### src/rtl/spi40_pkg.sv
package spi40_pkg;
  typedef enum logic [1:0] {
    OP_IDLE  = 2'd0,
    OP_WRITE = 2'd1,
    OP_READ  = 2'd2
  } spi40_op_e;
endpackage

### src/rtl/spi40_sync.sv
module spi40_sync #(
  parameter int W = 3,
  parameter int STAGES = 2,
  parameter logic [W-1:0] RST_VAL = '0
) (
  input  logic         clk,
  input  logic         rst,
  input  logic [W-1:0] d,
  output logic [W-1:0] q
);
  logic [STAGES-1:0][W-1:0] chain;

  generate
    if (STAGES == 1) begin : g_one
      always_ff @(posedge clk) begin
        if (rst) chain <= RST_VAL;
        else     chain <= d;
      end
    end else begin : g_many
      always_ff @(posedge clk) begin
        if (rst) chain <= {STAGES{RST_VAL}};
        else     chain <= {chain[STAGES-2:0], d};
      end
    end
  endgenerate

  assign q = chain[STAGES-1];
endmodule

### src/rtl/spi40_shift.sv
module spi40_shift #(
  parameter int FRAME_W = 40
) (
  input  logic               clk,
  input  logic               rst,
  input  logic               frame_start,
  input  logic               bit_in_stb,
  input  logic               bit_out_stb,
  input  logic               sdi,
  input  logic [FRAME_W-1:0] load_val,
  output logic [FRAME_W-1:0] frame_q,
  output logic               frame_full,
  output logic               sdo
);
  localparam int CNT_W = $clog2(FRAME_W + 1);
  localparam logic [CNT_W-1:0] CNT_MAX = CNT_W'(FRAME_W);

  logic [CNT_W-1:0] bit_cnt;

  always_ff @(posedge clk) begin
    if (rst) begin
      frame_q <= '0;
      bit_cnt <= '0;
    end else if (frame_start) begin
      frame_q <= load_val;
      bit_cnt <= '0;
    end else if (bit_in_stb) begin
      frame_q <= {frame_q[FRAME_W-2:0], sdi};
      if (bit_cnt != CNT_MAX) bit_cnt <= bit_cnt + 1'b1;
    end
  end

  always_ff @(posedge clk) begin
    if (rst)              sdo <= 1'b0;
    else if (frame_start) sdo <= load_val[FRAME_W-1];
    else if (bit_out_stb) sdo <= frame_q[FRAME_W-1];
  end

  assign frame_full = (bit_cnt == CNT_MAX);
endmodule

### src/rtl/spi40_exec.sv
module spi40_exec
  import spi40_pkg::*;
#(
  parameter int ADDR_W = 7,
  parameter int DATA_W = 32,
  parameter int NSTAT  = 3
) (
  input  logic                     clk,
  input  logic                     rst,
  input  logic                     exec,
  input  logic [ADDR_W+DATA_W:0]   frame,
  input  logic [NSTAT-1:0]         status_in,
  input  logic [DATA_W-1:0]        reg_rdata,
  output logic                     reg_wr_en,
  output logic                     reg_rd_en,
  output logic [ADDR_W-1:0]        reg_addr,
  output logic [DATA_W-1:0]        reg_wdata,
  output logic [ADDR_W:0]          reply_status,
  output logic [DATA_W-1:0]        reply_data
);
  localparam int STAT_W = ADDR_W + 1;
  localparam int PAD_W  = STAT_W - NSTAT;
  localparam int TOP    = ADDR_W + DATA_W;

  spi40_op_e op;
  logic      rd_pend;

  always_comb begin
    if (!exec)          op = OP_IDLE;
    else if (frame[TOP]) op = OP_WRITE;
    else                op = OP_READ;
  end

  always_ff @(posedge clk) begin
    if (rst) begin
      reg_wr_en <= 1'b0;
      reg_rd_en <= 1'b0;
      reg_addr  <= '0;
      reg_wdata <= '0;
      rd_pend   <= 1'b0;
    end else begin
      reg_wr_en <= (op == OP_WRITE);
      reg_rd_en <= (op == OP_READ);
      rd_pend   <= reg_rd_en;
      if (op != OP_IDLE) begin
        reg_addr  <= frame[TOP-1:DATA_W];
        reg_wdata <= frame[DATA_W-1:0];
      end
    end
  end

  always_ff @(posedge clk) begin
    if (rst) begin
      reply_status <= '0;
      reply_data   <= '0;
    end else begin
      if (op != OP_IDLE) reply_status <= {status_in, {PAD_W{1'b0}}};
      if (op == OP_WRITE) reply_data <= frame[DATA_W-1:0];
      else if (rd_pend)   reply_data <= reg_rdata;
    end
  end
endmodule

### src/rtl/spi40_slave.sv
module spi40_slave #(
  parameter int ADDR_W = 7,
  parameter int DATA_W = 32,
  parameter int NSTAT  = 3,
  parameter int SYNC_STAGES = 2
) (
  input  logic              clk,
  input  logic              rst,
  input  logic              spi_sck,
  input  logic              spi_csn,
  input  logic              spi_sdi,
  output logic              spi_sdo,
  output logic              spi_sdo_oe,
  input  logic [NSTAT-1:0]  status_in,
  output logic              reg_wr_en,
  output logic              reg_rd_en,
  output logic [ADDR_W-1:0] reg_addr,
  output logic [DATA_W-1:0] reg_wdata,
  input  logic [DATA_W-1:0] reg_rdata
);
  localparam int FRAME_W = 1 + ADDR_W + DATA_W;

  logic sck_s, csn_s, sdi_s;
  logic sck_d, csn_d;
  logic sck_rise, sck_fall, csn_fall, csn_rise;
  logic frame_full;
  logic [FRAME_W-1:0] frame_q;
  logic [ADDR_W:0]    reply_status;
  logic [DATA_W-1:0]  reply_data;

  spi40_sync #(.W(3), .STAGES(SYNC_STAGES), .RST_VAL(3'b110)) u_sync (
    .clk (clk),
    .rst (rst),
    .d   ({csn_in_w, spi_sck, spi_sdi}),
    .q   ({csn_s, sck_s, sdi_s})
  );

  logic csn_in_w;
  assign csn_in_w = spi_csn;

  always_ff @(posedge clk) begin
    if (rst) begin
      sck_d      <= 1'b1;
      csn_d      <= 1'b1;
      spi_sdo_oe <= 1'b0;
    end else begin
      sck_d      <= sck_s;
      csn_d      <= csn_s;
      spi_sdo_oe <= ~csn_s;
    end
  end

  assign sck_rise = ~csn_s & sck_s & ~sck_d;
  assign sck_fall = ~csn_s & ~sck_s & sck_d;
  assign csn_fall = ~csn_s & csn_d;
  assign csn_rise = csn_s & ~csn_d;

  spi40_shift #(.FRAME_W(FRAME_W)) u_shift (
    .clk         (clk),
    .rst         (rst),
    .frame_start (csn_fall),
    .bit_in_stb  (sck_rise),
    .bit_out_stb (sck_fall),
    .sdi         (sdi_s),
    .load_val    ({reply_status, reply_data}),
    .frame_q     (frame_q),
    .frame_full  (frame_full),
    .sdo         (spi_sdo)
  );

  spi40_exec #(.ADDR_W(ADDR_W), .DATA_W(DATA_W), .NSTAT(NSTAT)) u_exec (
    .clk          (clk),
    .rst          (rst),
    .exec         (csn_rise & frame_full),
    .frame        (frame_q),
    .status_in    (status_in),
    .reg_rdata    (reg_rdata),
    .reg_wr_en    (reg_wr_en),
    .reg_rd_en    (reg_rd_en),
    .reg_addr     (reg_addr),
    .reg_wdata    (reg_wdata),
    .reply_status (reply_status),
    .reply_data   (reply_data)
  );
endmodule

### config.mk
export PLATFORM = sky130hd
export DESIGN_NAME = spi40_slave
export DESIGN_NICKNAME = d
export VERILOG_FILES = /design/src/rtl/spi40_pkg.sv /design/src/rtl/spi40_sync.sv /design/src/rtl/spi40_shift.sv /design/src/rtl/spi40_exec.sv /design/src/rtl/spi40_slave.sv
export SDC_FILE = /design/constraint.sdc
export NUM_CORES = 1
export LEC_CHECK = 0
export BUFFER_PORTS_ARGS = -buffer_cell sky130_fd_sc_hd__buf_2
export CAP_MARGIN = 15
export CELL_PAD_IN_SITES_DETAIL_PLACEMENT = 2
export CELL_PAD_IN_SITES_GLOBAL_PLACEMENT = 2
export CORE_MARGIN = 2
export CORE_UTILIZATION = 36
export DETAILED_ROUTE_END_ITERATION = 10
export PLACE_DENSITY = 0.85
export SLEW_MARGIN = 20
export SYNTH_ARGS = -nofsm -noshare
export SYNTH_HDL_FRONTEND = slang
export SYNTH_SLANG_ARGS = --single-unit
### constraint.sdc
create_clock -name clk -period 2.8 [get_ports clk]
set_input_delay 0.14 -clock clk [delete_from_list [all_inputs] [get_ports clk]]
set_output_delay 0.14 -clock clk [all_outputs]
set_load 0.005 [all_outputs]
=== Word level (Yosys, flattened, before mapping) ===
Index checks and enable logic that the tools add are counted.

* Bits in registers: 133
* Word-level logic and storage cells: 45

* Add/subtract/negate cells: 1
* Equality and inequality tests: 4
* Multiplexer cells: 8
* Bitwise gates (word level): 11
* Reductions and logical operators: 6

{| class="wikitable"
|+ Operators by type and width
! operator !! count
|-
| 2-to-1 mux 40 bit || 2
|-
| 2-to-1 mux 32 bit || 2
|-
| nonzero test 2 bit || 4
|-
| AND 1 bit || 7
|-
| adder 6 x 1 -> 6 bit (second input constant) || 1
|-
| equality test 6 bit (second input constant) || 1
|-
| inequality test 6 bit (second input constant) || 1
|-
| 2-to-1 mux 2 bit || 2
|-
| NOT 1 bit || 4
|-
| equality test 2 x 1 -> 1 bit (second input constant) || 1
|-
| equality test 2 bit (second input constant) || 1
|-
| 2-to-1 mux 1 bit || 2
|-
| AND reduction 2 bit || 1
|-
| OR reduction 2 bit || 1
|}

=== Logic depth before layout (Yosys ltp) ===
Gate-level depths: netlist of the first run.

* Depth in word-level cells: 6
* Mapped depth: 8
* Mapped depth without buffers: 6

=== Hierarchy ===
From an unflattened synthesis of the first run, not the netlist that was laid out.

* Cells, all modules: 534
* Area, all modules: 5929.4 um^2

{| class="wikitable"
|+ Modules (own cells, without submodules)
! module !! instances !! cells each !! area an instance (um^2)
|-
| spi40_exec || 1 || 294 || 3367.0
|-
| spi40_shift || 1 || 215 || 2275.9
|-
| spi40_sync || 1 || 15 || 180.2
|-
| spi40_slave || 1 || 10 || 106.4
|}

=== Worst setup path before layout of the first run ===
Ideal clock, no wire load.

* Kind: register to register
* Start point: register u_shift.bit_cnt[0]
* End point: register u_exec.reg_wdata[4]
* Arrival: 1.334 ns
* Data required time: 2.668 ns
* Setup slack: 1.333 ns
* Stages on the path, launching flop included: 9
* Path buffers: 2
* Period minus slack after synthesis: 1.467 ns
* Path through: dfxtp_1 -> inv_1 -> ha_1 -> and4bb_4 -> and3_1 -> buf_4 -> buf_6 -> nand2_1 -> a21oi_1

* Longest elaborated chain between the ends: 4

{| class="wikitable"
|+ Ends and longest elaborated chain
! element !! RTL line !! text
|-
| from (decl) || spi40_shift.sv:18 || <nowiki>logic [CNT_W-1:0] bit_cnt;</nowiki>
|-
| from (signal assigned) || spi40_shift.sv:29 || <nowiki>if (bit_cnt != CNT_MAX) bit_cnt <= bit_cnt + 1'b1;</nowiki>
|-
| equality test 6 bit || spi40_shift.sv:39 || <nowiki>assign frame_full = (bit_cnt == CNT_MAX);</nowiki>
|-
| AND 1 bit || spi40_slave.sv:74 || <nowiki>.exec (csn_rise & frame_full),</nowiki>
|-
| 2-to-1 mux 2 bit || spi40_exec.sv:29 || <nowiki>if (!exec) op = OP_IDLE;</nowiki>
|-
| nonzero test 2 bit || spi40_exec.sv:45 || <nowiki>if (op != OP_IDLE) begin</nowiki>
|-
| to (signal assigned) || spi40_exec.sv:47 || <nowiki>reg_wdata <= frame[DATA_W-1:0];</nowiki>
|-
| to (decl) || spi40_exec.sv:17 || <nowiki>output logic [DATA_W-1:0] reg_wdata,</nowiki>
|}

Every way passes these cells.
A chain may end at the register's enable or synchronous reset.

=== Worst setup path after layout of the first run ===
* Start point: register u_sync.chain, in the netlist u_sync.q[2]
* End point: register u_exec.reply_status[7]

* Longest elaborated chain between the ends: 4

{| class="wikitable"
|+ Ends and longest elaborated chain
! element !! RTL line !! text
|-
| from (decl) || spi40_sync.sv:11 || <nowiki>logic [STAGES-1:0][W-1:0] chain;</nowiki>
|-
| from (signal assigned) || spi40_sync.sv:21 || <nowiki>if (rst) chain <= {STAGES{RST_VAL}};</nowiki>
|-
| from (signal assigned) || spi40_sync.sv:22 || <nowiki>else chain <= {chain[STAGES-2:0], d};</nowiki>
|-
| AND 1 bit || spi40_slave.sv:56 || <nowiki>assign csn_rise = csn_s & ~csn_d;</nowiki>
|-
| AND 1 bit || spi40_slave.sv:74 ||
|-
| 2-to-1 mux 2 bit || spi40_exec.sv:29 ||
|-
| nonzero test 2 bit || spi40_exec.sv:57 || <nowiki>if (op != OP_IDLE) reply_status <= {status_in, {PAD_W{1'b0}}};</nowiki>
|-
| to (signal assigned) || spi40_exec.sv:57 ||
|-
| to (decl) || spi40_exec.sv:18 || <nowiki>output logic [ADDR_W:0] reply_status,</nowiki>
|}

Every way passes these cells.

==> results of run 1 <==
==> metrics by stage <==
step | worst slack, ps | util [%]
2_1_floorplan | 1330 | -
3_3_place_gp | 911 | 39.9
3_5_place_dp | 757 | 39.9
4_1_cts | 661 | 44.5
5_1_grt | 538 | 44.5
6_report | 654 | 44.5
==> power by group through the flow <==
stage | registers [mW] | clock network (mW) | logic, mW
final | 1.96 | 2.34 | 0.170
after global placement | 2.00 | 0 | 0.150
after CTS | 1.96 | 2.37 | 0.170
after floorplan | 1.99 | 0 | 0.0984
after detailed placement | 2.00 | 0 | 0.160
after global routing | 1.97 | 2.45 | 0.187
==> placed cells by master (no fill, tap or decap), types with 3 or more instances in the layout <==
cell type      Yosys  routed
dlygate4sd3_1      0       5
mux2i_1           34      34
inv_1              4       4
buf_4              7      10
clkbuf_8           0       8
nor2_1            78      78
xor2_1             3       3
or2_2              6       6
a22oi_1            3       3
a211oi_1          33      33
buf_2             18      81
a21oi_1           44      44
nand2_1          157     157
clkinv_2           0       3
clkbuf_16          0      17
a311oi_1          34      34
dfxtp_1          133     132
nor2b_1            3       3
==> synth_stat cells (all sizes together), types with 4 or more instances <==
library cell,instances,area (sq um)
a211oi,33,248
a21oi,45,229
a311oi,34,298
buf,33,233
clkbuf,16,60.1
dfxtp,133,2660
inv,4,15.0
mux2i,34,340
nand2,157,589
nor2,79,299
nor2b,4,27.5
or2,6,37.5
==> flip-flops by register name, summed over array words and instances, names as in the netlist, 3 cells and up <==
register,cells
u_shift.frame_q,40
u_exec.reg_addr,7
u_shift.bit_cnt,6
u_exec.reply_status,3
u_exec.reg_wdata,32
u_exec.reply_data,32
u_sync.q,3
u_sync.chain,3
==> critical path, delay by kind of cell (launching register included) <==
family,cells,cell delay [ps]
buf+inv,1,400
simple gates,3,830
compound gates,1,220
flops,1,590
==> layout make-up <==
type,count,area (sq um)
fill,1611,8030
multi-input combinational,423,2340
inverter,4,15.0
timing repair buffer,98,571
clock buffer,25,536
clock inverter,7,90.1
tap,184,230
sequential,133,2660
==> per-layer routing <==
layer / part of all wire (%) / global-route usage, %
met1: 42 / 27.9
met2: 51 / 41.1
met3: 3.5 / 4.88
met4: 3.5 / 11.2
met5: 0 / 0
==> worst min path at each step <==
| stage | end | slack (ps) |
|---|---|---|
| floorplan | u_sync.chain[1] | 240 |
| global route | u_exec.reply_status[7] | 50 |
| detailed placement | u_sync.chain[2] | 340 |
| global placement | u_sync.chain[2] | 330 |
| finish | u_exec.reply_status[7] | 50 |
| CTS | u_exec.reply_status[7] | 30 |
==> cell families after synthesis <==
group | Yosys count
DFF | 133
AOI/OAI and AO/OA | 121
muxes | 34
buffers and inverters | 53
xor gates and xnor gates | 4
adders and majority gates | 2
and+or+nand+nor | 262
==> out/summary.txt, run 1 <==
layout cells sized above 1 -> 20.6%
Max Slew Vio Count -> 0
Max Cap Viol -> 0
critical path's largest stage delay -> 590 ps
sw frac -> 22.1%
final hold slack -> 45.4 ps
Post-Place Cells -> 837
total track usage -> 23.7%
Relative slew margins -> 46.3%
DRC viols -> 0
Combinational Power Share -> 3.8%
worst r2r src -> u_sync.q[2]
vias per cell -> 5.43
Syn Area/Cell -> 8.73 sq um
compound-cell area share of the yosys netlist -> 15.9%
Post-DP HPWL -> 10,600 um
H-tree levels -> 4
Synth Net Count -> 651
# IOs -> 83
Inserted Diodes -> 0
hold crit path type -> primary input to flip-flop
Post-layout nets -> 719
Final min period -> 2150 ps
dpl cell area -> 5770 sq um
grt total ovfl -> 0
clk_lat worst skew -> 430 ps
Max Clock Skew -> 7.04 ps
clock root buffer -> clkbuf_16
Starting Density -> 36.7%
CP startpoint -> u_sync.q[2]
RSZ-0062 raised after global routing -> false
Port Buffer Count -> 82
CORE AREA -> 14,500 sq um
Routed Antenna Nets -> 0
Fmax -> 466 MHz
final WL -> 18,200 um
mapped cell area -> 5310 sq um
Synth Area in XOR/XNOR -> 0.659%
Max Buffers Root-to-Sink -> 2
Reg2Reg Setup Slack -> 650 ps
drt wl/cell -> 20.8 um
area grow syn2layout -> 21.4%
Startpoint Class -> flip-flop
first-pass GRT wire length -> 29,200 um
post-CTS setup buffers -> 0
sequential power share -> 43.9%
DIE AREA -> 15,700 sq um
TritonCTS Buffers -> 17
initial antenna violation count -> 0
final hold violation count -> 0
DRT Pass-1 Iters -> 4
CTS tree -> done
Post-synth top flop -> dfxtp_1
RD Place Congestion -> 0.772
clock share of power -> 52.4%
Cell Count, Final, Fillers Out -> 874
Setup crit end -> u_exec.reply_status[7]
vias in the first global route -> 5,319
P_int -> 3.48 mW
Power, Total -> 4.47 mW
die width -> 125 um
status -> finished, final reports clean
slowest cell on the critical path -> dfxtp_1
Worst Hold Launch -> status_in[2]
Final period util -> 76.6%
Gate Count Post-Synth -> 609
Cell Pwr Density -> 693 nW/um^2
row count -> 44
Worst R2R Path Depth -> 5
# hold bufs at CTS -> 5
Worst-Margin Slew -> 806 ps
CP Capture Type -> flip-flop
Yosys reg bits -> 133
VDD IR-drop max -> 0.000425 V
Yosys cell types -> 39
Net Switching -> 988 uW
mux cell area share after synthesis -> 6.40%
Pleak -> 2.39 nW
FFs w/ async S/R, synth -> 0%
crit-path max FO -> 28
Post-Synth Simple-Gate Area -> 20.6%
sequential element share of the synthesized area -> 50.1%
WP data required -> 3130 ps
Hold Path Depth -> 3
routed vias -> 4,746
Initial DRC Count -> 240
final instance area -> 6450 sq um
Post-Synth Adder-Cell Area -> 0.471%
largest net degree at the start of global routing -> 74
setup TNS -> 0 ps
crit path kind -> flip-flop to flip-flop
Clock transition at path regs -> 60 ps
Post-synth EDFFs -> 0
reg2reg end -> u_exec.reply_status[7]
# setup viols final -> 0
post_cts resized -> 0
sequence of cells on the critical path -> and2b_1 > and3_2 > buf_4 > nand2_1 > a21oi_1
Die Height -> 125 um
largest family of logic cells by synthesized area -> simple AND/OR/NAND/NOR gates
CP arrival -> 2480 ps
Ys Warns -> 0
clk sinks -> 133
No activity file was read; power rests on OpenSTA's default activity.
==> run 2: changes to the inputs <==
--- a/config.mk
+++ b/config.mk
@@ -10,9 +10,9 @@
 export CELL_PAD_IN_SITES_DETAIL_PLACEMENT = 2
 export CELL_PAD_IN_SITES_GLOBAL_PLACEMENT = 2
 export CORE_MARGIN = 2
-export CORE_UTILIZATION = 36
+export CORE_UTILIZATION = 30
 export DETAILED_ROUTE_END_ITERATION = 10
-export PLACE_DENSITY = 0.85
+export PLACE_DENSITY = 0.76
 export SLEW_MARGIN = 20
 export SYNTH_ARGS = -nofsm -noshare
 export SYNTH_HDL_FRONTEND = slang
==> constraint.sdc (replaced) <==
create_clock -name clk -period 1.8 [get_ports clk]
set_input_delay 0.09 -clock clk [delete_from_list [all_inputs] [get_ports clk]]
set_output_delay 0.09 -clock clk [all_outputs]
set_load 0.005 [all_outputs]
==> out/summary.txt, run 2 (same netlist as run 1, synthesis figures left out) <==
DRT Pass-1 Iters -> 4
Port Buffer Count -> 82
crit-path max FO -> 19
CORE AREA -> 17,300 sq um
Max Buffers Root-to-Sink -> 2
hold crit path type -> primary input to flip-flop
Inserted Diodes -> 0
post-CTS setup buffers -> 0
CP top delay family -> simple AND/OR/NAND/NOR gates
slowest cell on the critical path -> dfxtp_1
clock share of power -> 52.9%
final core occ -> 38.6%
clk sinks -> 133
max reg flops -> 40
Pleak -> 2.45 nW
initial antenna violation count -> 0
Fmax -> 600 MHz
# setup viols final -> 0
die width -> 137 um
largest registers -> u_shift.frame_q (40), u_exec.reg_wdata (32), u_exec.reply_data (32)
sequence of cells on the critical path -> inv_1 > ha_1 > and4bb_4 > and3_2 > buf_12 > nand2_1 > a21oi_1
Startpoint Class -> flip-flop
total track usage -> 18.4%
dpl cell area -> 5970 sq um
sequential power share -> 43.3%
Starting Density -> 30.7%
critical path's largest stage delay -> 340 ps
Relative slew margins -> 60.4%
clk_lat worst skew -> 430 ps
Bufs and invs on worst path -> 2
TritonCTS Buffers -> 17
# hold bufs at CTS -> 7
drt wl/cell -> 17.9 um
Post-Place Cells -> 883
Top reg by flops -> u_shift.frame_q
final hold violation count -> 0
Cell Pwr Density -> 1060 nW/um^2
Clock transition at path regs -> 60 ps
VDD IR-drop max -> 0.000661 V
Net Switching -> 1.55 mW
dpl ws -> 175 ps
DRC viols -> 0
layout cells sized above 1 -> 21.2%
CP Capture Type -> flip-flop
Max Clock Skew -> 6.42 ps
Final period util -> 92.6%
RD Place Congestion -> 0.763
final hold slack -> 4.85 ps
final instance area -> 6670 sq um
Post-DP HPWL -> 10,500 um
most common cell after layout, fill and taps aside -> nand2_1
Cell Count, Final, Fillers Out -> 922
Max Cap Viol -> 0
vias per cell -> 5.06
register area -> 2660 sq um
FILL cells -> 1,944
vias in the first global route -> 5,232
DIE AREA -> 18,800 sq um
final WL -> 16,500 um
Routed Antenna Nets -> 0
# IOs -> 83
most frequent cells in the layout -> 157 x nand2_1, 132 x dfxtp_1, 81 x buf_2
RSZ-0062 raised after global routing -> false
status -> finished, final reports clean
Multi-input gate area -> 2350 sq um
Post-layout nets -> 726
final worst slack -> 133 ps
grt total ovfl -> 0
P_int -> 5.48 mW
WP data required -> 2130 ps
largest net degree at the start of global routing -> 60
Final min period -> 1670 ps
setup TNS -> 0 ps
first-pass GRT wire length -> 26,800 um
crit path kind -> flip-flop to flip-flop
Max Slew Vio Count -> 0
Worst-Margin Slew -> 594 ps
CP arrival -> 2000 ps
post_cts resized -> 0
H-tree levels -> 4
sw frac -> 22.1%
routed vias -> 4,665
area grow syn2layout -> 25.5%
CTS tree -> done
Initial DRC Count -> 154
clock root buffer -> clkbuf_16
Power, Total -> 7.04 mW
Die Height -> 137 um
Combinational Power Share -> 3.8%
row count -> 48
==> run 2: changes by cell type in the layout (fill, tap and decap cells not counted), moves of 2 or more <==
| cell | change |
|---|---|
| bufinv_16 | +2 |
| buf_12 | +8 |
| clkbuf_8 | -6 |
| dlygate4sd3_1 | +2 |
| clkinv_4 | +2 |
| buf_4 | -3 |
==> run 2: power groups by stage <==
stage               clock, mW  sequential [mW]  combinational [mW]
floorplan                   0             3.09               0.153
global placement            0             3.10               0.243
detailed placement          0             3.11               0.256
CTS                      3.79             3.05               0.272
global route             3.94             3.05               0.298
finish                   3.73             3.04               0.268
==> run 2: final timing paths <==
| check | start | end | slack (ps) | cells past startpoint |
|---|---|---|---|---|
| worst max-delay path | u_shift.bit_cnt[0] | u_exec.reg_addr[0] | 130 | 7 |
| worst min-delay path | reg_rdata[6] | u_exec.reply_data[6] | 5 | 3 |
| worst max register to register | u_shift.bit_cnt[0] | u_exec.reg_addr[0] | 130 | 7 |
| worst min register to register | u_sync.chain[1] | u_sync.q[1] | 410 | 1 |
==> run 2: worst min-delay path: stages <==
cell and delay, ps:
buf_2 90, mux2i_1 120, a211oi_1 80
==> run 2: layer usage <==
metal	vias up	routed length, um	GRT usage, %
li1	2231	-	-
met1	2324	7060	20.9
met5	-	0	0
met2	81	8670	33.3
met3	29	467	4.11
met4	0	321	7.22
==> run 2: cell type report <==
cell class | instances | share of cell area, %
inverters | 4 | 0.225
well taps | 225 | 4.22
clock buffers | 19 | 6.79
flip-flops and latches | 133 | 39.9
clock inverters | 13 | 2.70
multi-input cells | 423 | 35.2
repair buffers | 105 | 10.9
